[config.mk]
export PLATFORM = sky130hd
export DESIGN_NAME = esr_restorer
export DESIGN_NICKNAME = d
export VERILOG_FILES = /design/src/rtl/esr_pkg.sv /design/src/rtl/esr_mode_decode.sv /design/src/rtl/esr_legality.sv /design/src/rtl/esr_it_restore.sv /design/src/rtl/esr_restorer.sv
export SDC_FILE = /design/constraint.sdc
export NUM_CORES = 1
export LEC_CHECK = 0
export ABC_AREA = 1
export BUFFER_PORTS_ARGS = -buffer_cell sky130_fd_sc_hd__buf_2
export CORE_MARGIN = 3
export CORE_UTILIZATION = 35
export CTS_BUF_LIST = sky130_fd_sc_hd__clkbuf_8 sky130_fd_sc_hd__clkbuf_16
export DETAILED_ROUTE_END_ITERATION = 6
export PLACE_DENSITY_LB_ADDON = 0.2
export SLEW_MARGIN = 40
export SYNTH_ARGS = -nofsm -noshare
export SYNTH_HDL_FRONTEND = slang
export SYNTH_HIERARCHICAL = 1
export SYNTH_SLANG_ARGS = --single-unit
[constraint.sdc]
create_clock -name clk -period 2.9 [get_ports clk]
set_clock_uncertainty 0.2 [all_clocks]
set_input_delay 0.58 -clock clk [delete_from_list [all_inputs] [get_ports clk]]
set_output_delay 0.58 -clock clk [all_outputs]
set_load 0.05 [all_outputs]
[src/rtl/esr_pkg.sv]
package esr_pkg;
    localparam int WORD_W = 32;
    localparam int MODE_W = 5;
    localparam int EL_W   = 2;
    localparam int IT_W   = 8;

    localparam int B_T    = 5;
    localparam int B_IL   = 20;
    localparam int B_SS   = 21;
    localparam int IT_HI_LSB = 10;
    localparam int IT_LO_LSB = 25;

    localparam logic [WORD_W-1:0] KEEP_NARROW = 32'hF80F_03E0;
    localparam logic [WORD_W-1:0] KEEP_WIDE   = 32'hF040_01C0;

    typedef logic [EL_W-1:0] el_t;

    typedef struct packed {
        logic valid;
        logic narrow;
        el_t  lvl;
    } mode_info_t;
endpackage

[src/rtl/esr_mode_decode.sv]
module esr_mode_decode
    import esr_pkg::*;
(
    input  logic [MODE_W-1:0] mode,
    output mode_info_t        info
);
    function automatic mode_info_t narrow_lookup(input logic [3:0] code);
        mode_info_t r;
        r.narrow = 1'b1;
        r.valid  = 1'b1;
        unique case (code)
            4'h0:                      r.lvl = 2'd0;
            4'h1, 4'h2, 4'h3, 4'h7,
            4'hB, 4'hF:                r.lvl = 2'd1;
            4'hA:                      r.lvl = 2'd2;
            4'h6:                      r.lvl = 2'd3;
            default: begin
                r.valid = 1'b0;
                r.lvl   = 2'd0;
            end
        endcase
        return r;
    endfunction

    always_comb begin
        if (mode[MODE_W-1]) begin
            info = narrow_lookup(mode[3:0]);
        end else begin
            info.valid  = 1'b1;
            info.narrow = 1'b0;
            info.lvl    = mode[3:2];
        end
    end
endmodule

[src/rtl/esr_legality.sv]
module esr_legality
    import esr_pkg::*;
(
    input  mode_info_t        tgt,
    input  mode_info_t        now,
    input  logic [1:0]        wide_low,
    input  logic              has_secure,
    input  logic              has_virt,
    input  logic              top_is_64,
    output logic              illegal
);
    logic bad_level;
    logic bad_impl;
    logic bad_wide;

    always_comb begin
        bad_level = !tgt.valid || (tgt.lvl > now.lvl);
        bad_impl  = ((tgt.lvl == 2'd3) && !has_secure) ||
                    ((tgt.lvl == 2'd2) && !has_virt);
        bad_wide  = !tgt.narrow &&
                    (!top_is_64 || wide_low[1] ||
                     ((tgt.lvl == 2'd0) && wide_low[0]));
        illegal   = bad_level || bad_impl || bad_wide;
    end
endmodule

[src/rtl/esr_it_restore.sv]
module esr_it_restore
    import esr_pkg::*;
(
    input  logic [IT_W-1:0] it_saved,
    input  logic            t_saved,
    input  logic            il_saved,
    input  el_t             tgt_lvl,
    input  logic            hyp_dis,
    input  logic            oth_dis,
    output logic [IT_W-1:0] it_out
);
    logic reserved;
    logic dis_sel;

    always_comb begin
        reserved = (it_saved[7:4] != 4'd0) && (it_saved[3:0] == 4'd0);
        dis_sel  = (tgt_lvl == 2'd2) ? hyp_dis : oth_dis;
        if (!t_saved || il_saved || reserved)
            it_out = '0;
        else if (dis_sel && (it_saved[2:0] != 3'd0))
            it_out = '0;
        else
            it_out = it_saved;
    end
endmodule

[src/rtl/esr_restorer.sv]
module esr_restorer
    import esr_pkg::*;
(
    input  logic              clk,
    input  logic              rst,
    input  logic              ret_strobe,
    input  logic [31:0]       cur_word,
    input  logic [31:0]       saved_word,
    input  logic              hyp_itblk_dis,
    input  logic              oth_itblk_dis,
    input  logic              has_secure,
    input  logic              has_virt,
    input  logic              top_is_64,
    output logic [31:0]       status_q
);
    localparam int NSRC = 2;

    logic [MODE_W-1:0] mode_src [NSRC];
    mode_info_t        info     [NSRC];

    assign mode_src[0] = saved_word[MODE_W-1:0];
    assign mode_src[1] = cur_word[MODE_W-1:0];

    for (genvar g = 0; g < NSRC; g++) begin : g_dec
        esr_mode_decode u_dec (.mode(mode_src[g]), .info(info[g]));
    end

    logic unused_cur_hi;
    assign unused_cur_hi = ^cur_word[WORD_W-1:MODE_W];

    logic illegal;
    esr_legality u_leg (
        .tgt(info[0]), .now(info[1]), .wide_low(saved_word[1:0]),
        .has_secure(has_secure), .has_virt(has_virt),
        .top_is_64(top_is_64), .illegal(illegal)
    );

    logic [IT_W-1:0] it_in, it_new;
    assign it_in = {saved_word[IT_HI_LSB +: 6], saved_word[IT_LO_LSB +: 2]};

    esr_it_restore u_it (
        .it_saved(it_in), .t_saved(saved_word[B_T]),
        .il_saved(saved_word[B_IL]), .tgt_lvl(info[0].lvl),
        .hyp_dis(hyp_itblk_dis), .oth_dis(oth_itblk_dis), .it_out(it_new)
    );

    logic [WORD_W-1:0] next_word;
    logic [MODE_W-1:0] mode_out;
    logic              out_narrow;

    always_comb begin
        mode_out   = illegal ? cur_word[MODE_W-1:0] : saved_word[MODE_W-1:0];
        out_narrow = mode_out[MODE_W-1];
        next_word  = saved_word & (out_narrow ? KEEP_NARROW : KEEP_WIDE);
        if (out_narrow) begin
            next_word[IT_HI_LSB +: 6] = it_new[7:2];
            next_word[IT_LO_LSB +: 2] = it_new[1:0];
        end
        next_word[MODE_W-1:0] = mode_out;
        next_word[B_IL]       = illegal | saved_word[B_IL];
        next_word[B_SS]       = 1'b0;
    end

    always_ff @(posedge clk) begin
        if (rst)
            status_q <= '0;
        else if (ret_strobe)
            status_q <= next_word;
    end
endmodule

==> run metrics, run 1 <==
Reg area 580.6 um2; hpwl dp 2965 um; most frequent cells in the layout buf_2 (70), nand2_1 (57), nor2_1 (30); Tot GR Track Use 14.50%; Top Usage Layer GRT met2; Worst-path clk slew 60 ps; slack of the worst reg-to-reg path 2070 ps; CP Launch Point saved_word[2]; antenna fix cells 0; RSZ-0062 raised after global routing false; combinational share of power 25.1%; Max Root-Sink Buffers 2; Post-Synthesis Cells 229; vias per cell 4.467; Initial DRC Count 67; final hold violations 0; crit path to status_q[27]; Routed WL 3908 um; Leak 1.063 nW; commonest non-fill, non-tap cell in the layout buf_2; Die X 74.75 um; DR vias 1568; GPL Wtd Cong 0.8142; Synth Area per Inst 7.223 um2; DP Worst Slack 171.6 ps; Setup Buffers After CTS 0; clk sink count 29; Worst path max stage delay 270 ps; worst hold margin 261.8 ps; worst setup margin 479.1 ps; crit-path cells buf_2, o21bai_1, nand3_1, nand2_1, inv_1, ha_1, nand2_1, a21oi_2, nand3_2, inv_2, nand2_2, nand2_4, nand3_1, a21oi_1; critical path class in2reg; multi-input logic area 840.8 um2; Die H 74.75 um; final net count 372; Cell Count, Final, Fillers Out 351; Peak VDD IR 0.0001878 V; initial antenna violation count 0; vias in the first global route 1422; final setup TNS 0 ps; share of cells above drive strength 1 36.45%; die area 5587 um2; CTS tree built; critical register-to-register path startpoint status_q[3]; clock latency on the worst-skew pair 270 ps; fillers 481; worst endpoint required time 2910 ps; Syn. warnings 6; design internal power 0.7789 mW; starting density of the core 37.22%; Final Max Slew Viols 0; CTS Buf Count 5; CP Launch Type input port; power density cells 545.8 nW/um2; routed len/inst 11.13 um; Final period util 83.48%; port buffer count 70; Worst setup EP type flip-flop; CP max stage cell ha_1; minimum clock period 2421 ps; IO Count 104; Max Fclk 413.1 MHz; Clock power frac 37.0%; HP Class reg2reg; status complete, no violations; Tot Pwr 1.134 mW; H-Tree Depth 2; hold-fix buffers at CTS 0; Reg power frac 37.9%; largest net degree at the start of global routing 30; Final setup viols 0; Largest regs status_q: 29 flops; router iterations before antenna repair 4; max reg flops 29; RR Endpoint status_q[3]; met3 Use GR 4.005%; first-pass GRT wire length 6361 um; number of core rows 24; area grow syn2layout 25.57%; switching pwr 0.3547 mW; Mapped Area 1654 um2; GRT Residual Overflow 0; DRC 0; most flop-heavy register status_q; met2 Use GR 22.54%; number of max-cap violations 0; met1 Resource Use GR 19.49%; core area 4444 um2; Sw Ratio 31.29%; Clock Tree Root clkbuf_8; worst r2r path cells 2; cts repair resizes 0; arrival time of the worst setup path 2430 ps; dpl cells 343; Antenna Nets Post-Route 0; crit-path max FO 16
==> critical path, delay by kind of cell <==
family / cells / cell delay, ps
AOI/OAI and AO/OA: 3 / 460
and+or+nand+nor: 7 / 800
buffers and inverters: 3 / 330
adders and majority gates: 1 / 270
==> metal layers <==
metal  wire length, um  vias to the layer above
met1              1899                      661
met5                 0                        -
li1                  -                      859
met4                47                        0
met3               234                        5
met2              1726                       43
==> power by group through the flow <==
stage	clock, mW	sequential (mW)	combinational (mW)
6_report	0.420	0.429	0.285
3_3_place_gp	0	0.437	0.286
3_5_place_dp	0	0.438	0.288
4_1_cts	0.436	0.429	0.288
5_1_grt	0.454	0.431	0.315
2_1_floorplan	0	0.511	0.150
==> per-stage QoR <==
| step | utilization, % | area [um2] |
|---|---|---|
| after global placement | 44.12 | 1961 |
| after floorplan | - | 1662 |
| after global routing | 46.73 | 2077 |
| after CTS | 46.73 | 2077 |
| final | 46.73 | 2077 |
| after detailed placement | 44.12 | 1961 |
==> final cells by class <==
class	instances	area share, %
Multi-Input combinational cell	163	40.48
Sequential cell	29	27.95
Timing Repair Buffer	74	18.31
Inverter	25	4.518
Clock buffer	6	3.976
Tap cell	52	3.133
Clock inverter	2	1.627
==> how the worst min path moves through the flow <==
| stage | startpoint | endpoint | cells past startpoint |
|---|---|---|---|
| after detailed placement | status_q[22] | status_q[22] | 2 |
| after CTS | status_q[22] | status_q[22] | 2 |
| after global routing | status_q[9] | status_q[9] | 2 |
| after floorplan | status_q[10] | status_q[10] | 2 |
| final | status_q[22] | status_q[22] | 2 |
| after global placement | status_q[22] | status_q[22] | 2 |
No activity file was read; power rests on OpenSTA's default activity.
==> inputs of run 2 (changes only) <==
==> constraint.sdc (replaced) <==
create_clock -name clk -period 2.5 [get_ports clk]
set_clock_uncertainty 0.2 [all_clocks]
set_input_delay 0.5 -clock clk [delete_from_list [all_inputs] [get_ports clk]]
set_output_delay 0.5 -clock clk [all_outputs]
set_load 0.05 [all_outputs]
==> run metrics, run 2 (synthesized netlist as in run 1, its figures left out) <==
die area 5587 um2; Die X 74.75 um; Final setup viols 0; Max Root-Sink Buffers 2; cell area after layout 2100 um2; Routed WL 3982 um; largest net degree at the start of global routing 26; CP bufs+invs 3; power density cells 632.9 nW/um2; Die H 74.75 um; Peak VDD IR 0.0002288 V; HP Class in2reg; DRC 0; worst endpoint required time 2510 ps; clock latency on the worst-skew pair 280 ps; CTS Buf Count 5; final net count 375; vias per cell 4.585; Tot Pwr 1.329 mW; hpwl dp 2988 um; Max Fclk 451.0 MHz; initial antenna violation count 0; antenna fix cells 0; core area 4444 um2; Antenna Nets Post-Route 0; minimum clock period 2218 ps; CP Launch Type input port; Worst Hold Path Cells 3; final hold violations 0; Worst path max stage delay 270 ps; routed len/inst 11.25 um; Worst path depth 14; arrival time of the worst setup path 2230 ps; Setup Buffers After CTS 0; vias in the first global route 1464; IO Count 104; critical path class in2reg; GPL Wtd Cong 0.7986; Worst-path clk slew 60 ps; Leak 1.078 nW; CP Launch Point saved_word[2]; Tot GR Track Use 14.98%; Initial DRC Count 84; Final Max Slew Viols 0; hold-fix buffers at CTS 0; fillers 459; crit-path cells buf_2, o21bai_1, nand3_1, nand2_1, inv_1, ha_1, nand2_1, a21oi_2, nand3_2, inv_2, nand2_2, nand2_4, nand3_1, a21oi_1; router iterations before antenna repair 4; area grow syn2layout 26.93%; Worst setup EP type flip-flop; CTS tree built; number of max-cap violations 0; RSZ-0062 raised after global routing false; most frequent cells in the layout buf_2 (70), nand2_1 (57), nor2_1 (30); share of cells above drive strength 1 37.09%; starting density of the core 37.22%; clk sink count 29; Largest regs status_q: 29 flops; port buffer count 70; max reg flops 29; DR vias 1623; crit-path leading delay family simple AND/OR/NAND/NOR gates; CP max stage cell ha_1; cts repair resizes 0; GRT Residual Overflow 0; number of core rows 24; worst r2r path cells 2; Final period util 88.70%; crit-path max FO 16; first-pass GRT wire length 6513 um; H-Tree Depth 2; DP Area 1983 um2; status complete, no violations; Clock Tree Root clkbuf_8; critical register-to-register path startpoint status_q[20]; most flop-heavy register status_q; min-delay src saved_word[30]; commonest non-fill, non-tap cell in the layout buf_2
## run 2: routing by layer
layer	GRT usage, %	share of wire, %	wire (um)	up-vias
li1	-	-	-	866
met1	19.25	48	1895	686
met2	23.71	44	1743	62
met3	4.673	7.4	294	9
met4	5.336	1.2	48	0
met5	0	0	0	-
## run 2: path summary, 6_finish.rpt
check | endpoint | slack [ps]
worst max-delay path | status_q[9] | 280
worst min-delay path | status_q[30] | 250
worst max register to register | status_q[20] | 1680
worst min register to register | status_q[27] | 260
## run 2: layout make-up
cell class	instances	area [um2]	share of cell area (%)
multi-input cells	163	840.8	40.05
flip-flops and latches	29	580.6	27.65
repair buffers	77	402.9	19.19
inverters	25	93.84	4.470
clock buffers	6	82.58	3.933
well taps	52	65.06	3.099
clock inverters	2	33.78	1.609
## run 2: report_power, final
| group | total [mW] | switching (mW) | internal (mW) |
|---|---|---|---|
| Combinational | 0.338 | 0.235 | 0.103 |
| Sequential | 0.498 | 0.0108 | 0.487 |
| Clock | 0.493 | 0.173 | 0.320 |
## run 2: stage by stage
stage	setup WS (ps)	hold slack (ps)	utilization, %	setup TNS [ps]	std cells
final	282.5	245.1	47.24	0	354
after global routing	71.75	239.5	47.24	0	354
after floorplan	127.4	424.5	-	0	231
after CTS	262.9	234.4	47.24	0	354
after detailed placement	-22.51	256.0	44.62	-59.75	346
after global placement	-8.017	253.5	44.62	-14.97	346
## run 2: worst register-to-register path, cell delays in order (launching register included)
cell and delay [ps]:
dfxtp_1 310, o21ai_0 150, nor2_1 60
==> inputs of run 3 (changes only) <==
--- a/config.mk
+++ b/config.mk
@@ -8,7 +8,7 @@
 export ABC_AREA = 1
 export BUFFER_PORTS_ARGS = -buffer_cell sky130_fd_sc_hd__buf_2
 export CORE_MARGIN = 3
-export CORE_UTILIZATION = 35
+export CORE_UTILIZATION = 40
 export CTS_BUF_LIST = sky130_fd_sc_hd__clkbuf_8 sky130_fd_sc_hd__clkbuf_16
 export DETAILED_ROUTE_END_ITERATION = 6
 export PLACE_DENSITY_LB_ADDON = 0.2
==> run metrics, run 3 (synthesized netlist as in run 1, its figures left out) <==
Worst Hold Path Cells 3; antenna fix cells 0; largest net degree at the start of global routing 26; number of core rows 22; final hold violations 0; Reg power frac 41.6%; die area 4943 um2; worst r2r path cells 2; GPL Wtd Cong 0.8309; Final period util 86.18%; vias per cell 4.570; most frequent cells in the layout buf_2 (70), nand2_1 (57), nor2_1 (30); Clock power frac 29.8%; DRC 0; port buffer count 70; Initial DRC Count 57; switching pwr 0.4166 mW; routed len/inst 10.86 um; DR vias 1604; Max Root-Sink Buffers 2; vias in the first global route 1460; Clock Tree Root clkbuf_8; max reg flops 29; first-pass GRT wire length 6561 um; clock latency on the worst-skew pair 270 ps; Antenna Nets Post-Route 0; H-Tree Depth 2; commonest non-fill, non-tap cell in the layout buf_2; status complete, no violations; GRT Residual Overflow 0; initial antenna violation count 0; Tot Pwr 1.198 mW; Sw Ratio 34.78%; RR Endpoint status_q[20]; Routed WL 3812 um; area grow syn2layout 25.57%; critical register-to-register path startpoint status_q[20]; number of max-cap violations 0; Peak VDD IR 0.0002878 V; Tot GR Track Use 16.22%; HP Class in2reg; CTS Buf Count 5; router iterations before antenna repair 4; minimum clock period 2154 ps; most flop-heavy register status_q; clk sink count 29; critical path class in2reg; CTS tree built; worst setup margin 345.6 ps; RSZ-0062 raised after global routing false; starting density of the core 43.23%; Setup Buffers After CTS 0; Worst setup EP type flip-flop; Largest regs status_q: 29 flops; worst hold endpoint status_q[28]; Die H 70.31 um; worst hold margin 253.8 ps; Cell Count, Final, Fillers Out 351; arrival time of the worst setup path 2160 ps; Final Max Slew Viols 0; final net count 376; Worst-path clk slew 60 ps; hpwl dp 2918 um; crit-path max FO 16; Die X 70.31 um; Max Fclk 464.2 MHz; slack of the worst reg-to-reg path 1670 ps; core area 3826 um2; CP Launch Type input port; share of cells above drive strength 1 37.29%; power density cells 576.7 nW/um2; dpl cells 343; Final setup viols 0; DP Worst Slack -8.926 ps; min-delay src saved_word[28]; hold-fix buffers at CTS 0; combinational share of power 28.6%; cts repair resizes 0; Leak 1.070 nW; worst endpoint required time 2510 ps; design internal power 0.7812 mW; IO Count 104
run 3: changes by cell type in the layout (fill, tap and decap cells not counted), sizes merged:
cell	delta
clkinv	+2
clkbuf	-1
buf	+1
bufinv	-1
run 3: worst max-delay path by stage:
stage | to | slack, ps | start
after floorplan | status_q[11] | 130 | saved_word[3]
after global placement | status_q[25] | -8 | saved_word[3]
after detailed placement | status_q[26] | -9 | saved_word[3]
after CTS | status_q[25] | 260 | saved_word[3]
after global routing | status_q[27] | 40 | saved_word[2]
final | status_q[5] | 350 | saved_word[3]
run 3: power groups by stage:
| stage | clock network [mW] | logic, mW | registers (mW) |
|---|---|---|---|
| after CTS | 0.368 | 0.342 | 0.498 |
| final | 0.357 | 0.343 | 0.498 |
| after global routing | 0.389 | 0.379 | 0.501 |
| after floorplan | 0 | 0.175 | 0.593 |
| after detailed placement | 0 | 0.341 | 0.508 |
| after global placement | 0 | 0.339 | 0.508 |
run 3: worst max-delay path, stage by stage:
cell and delay (ps):
buf_2 120, nand2_1 80, nand3_1 70, a21oi_1 200
ha_1 280, nand2_1 70, nand2_1 50, a21oi_2 120
nand3_2 130, inv_2 90, nand2_2 90, nand2_8 150
nand3_1 90, a21oi_1 120
run 3: routing by layer:
layer | GRT usage, % | up-vias | wire [um]
met5 | 0 | - | 0
met4 | 5.532 | 0 | 56
met3 | 4.892 | 6 | 269
met2 | 24.32 | 50 | 1610
met1 | 21.94 | 681 | 1876
li1 | - | 867 | -
run 3: layout make-up:
class / count / area, um2
tap: 48 / 60.06
clock inverter: 3 / 13.76
clock buffer: 5 / 68.82
inverter: 25 / 93.84
sequential: 29 / 580.6
multi-input combinational: 163 / 849.6
fill: 408 / 1749
timing repair buffer: 78 / 410.4
run 3: through the flow:
stage / util (%) / TNS [ps] / cell area (um2)
6_report: 54.28 / 0 / 2077
4_1_cts: 54.05 / 0 / 2068
3_5_place_dp: 51.90 / -11.86 / 1986
5_1_grt: 54.28 / 0 / 2077
2_1_floorplan: - / 0 / 1662
3_3_place_gp: 51.90 / -20.61 / 1986
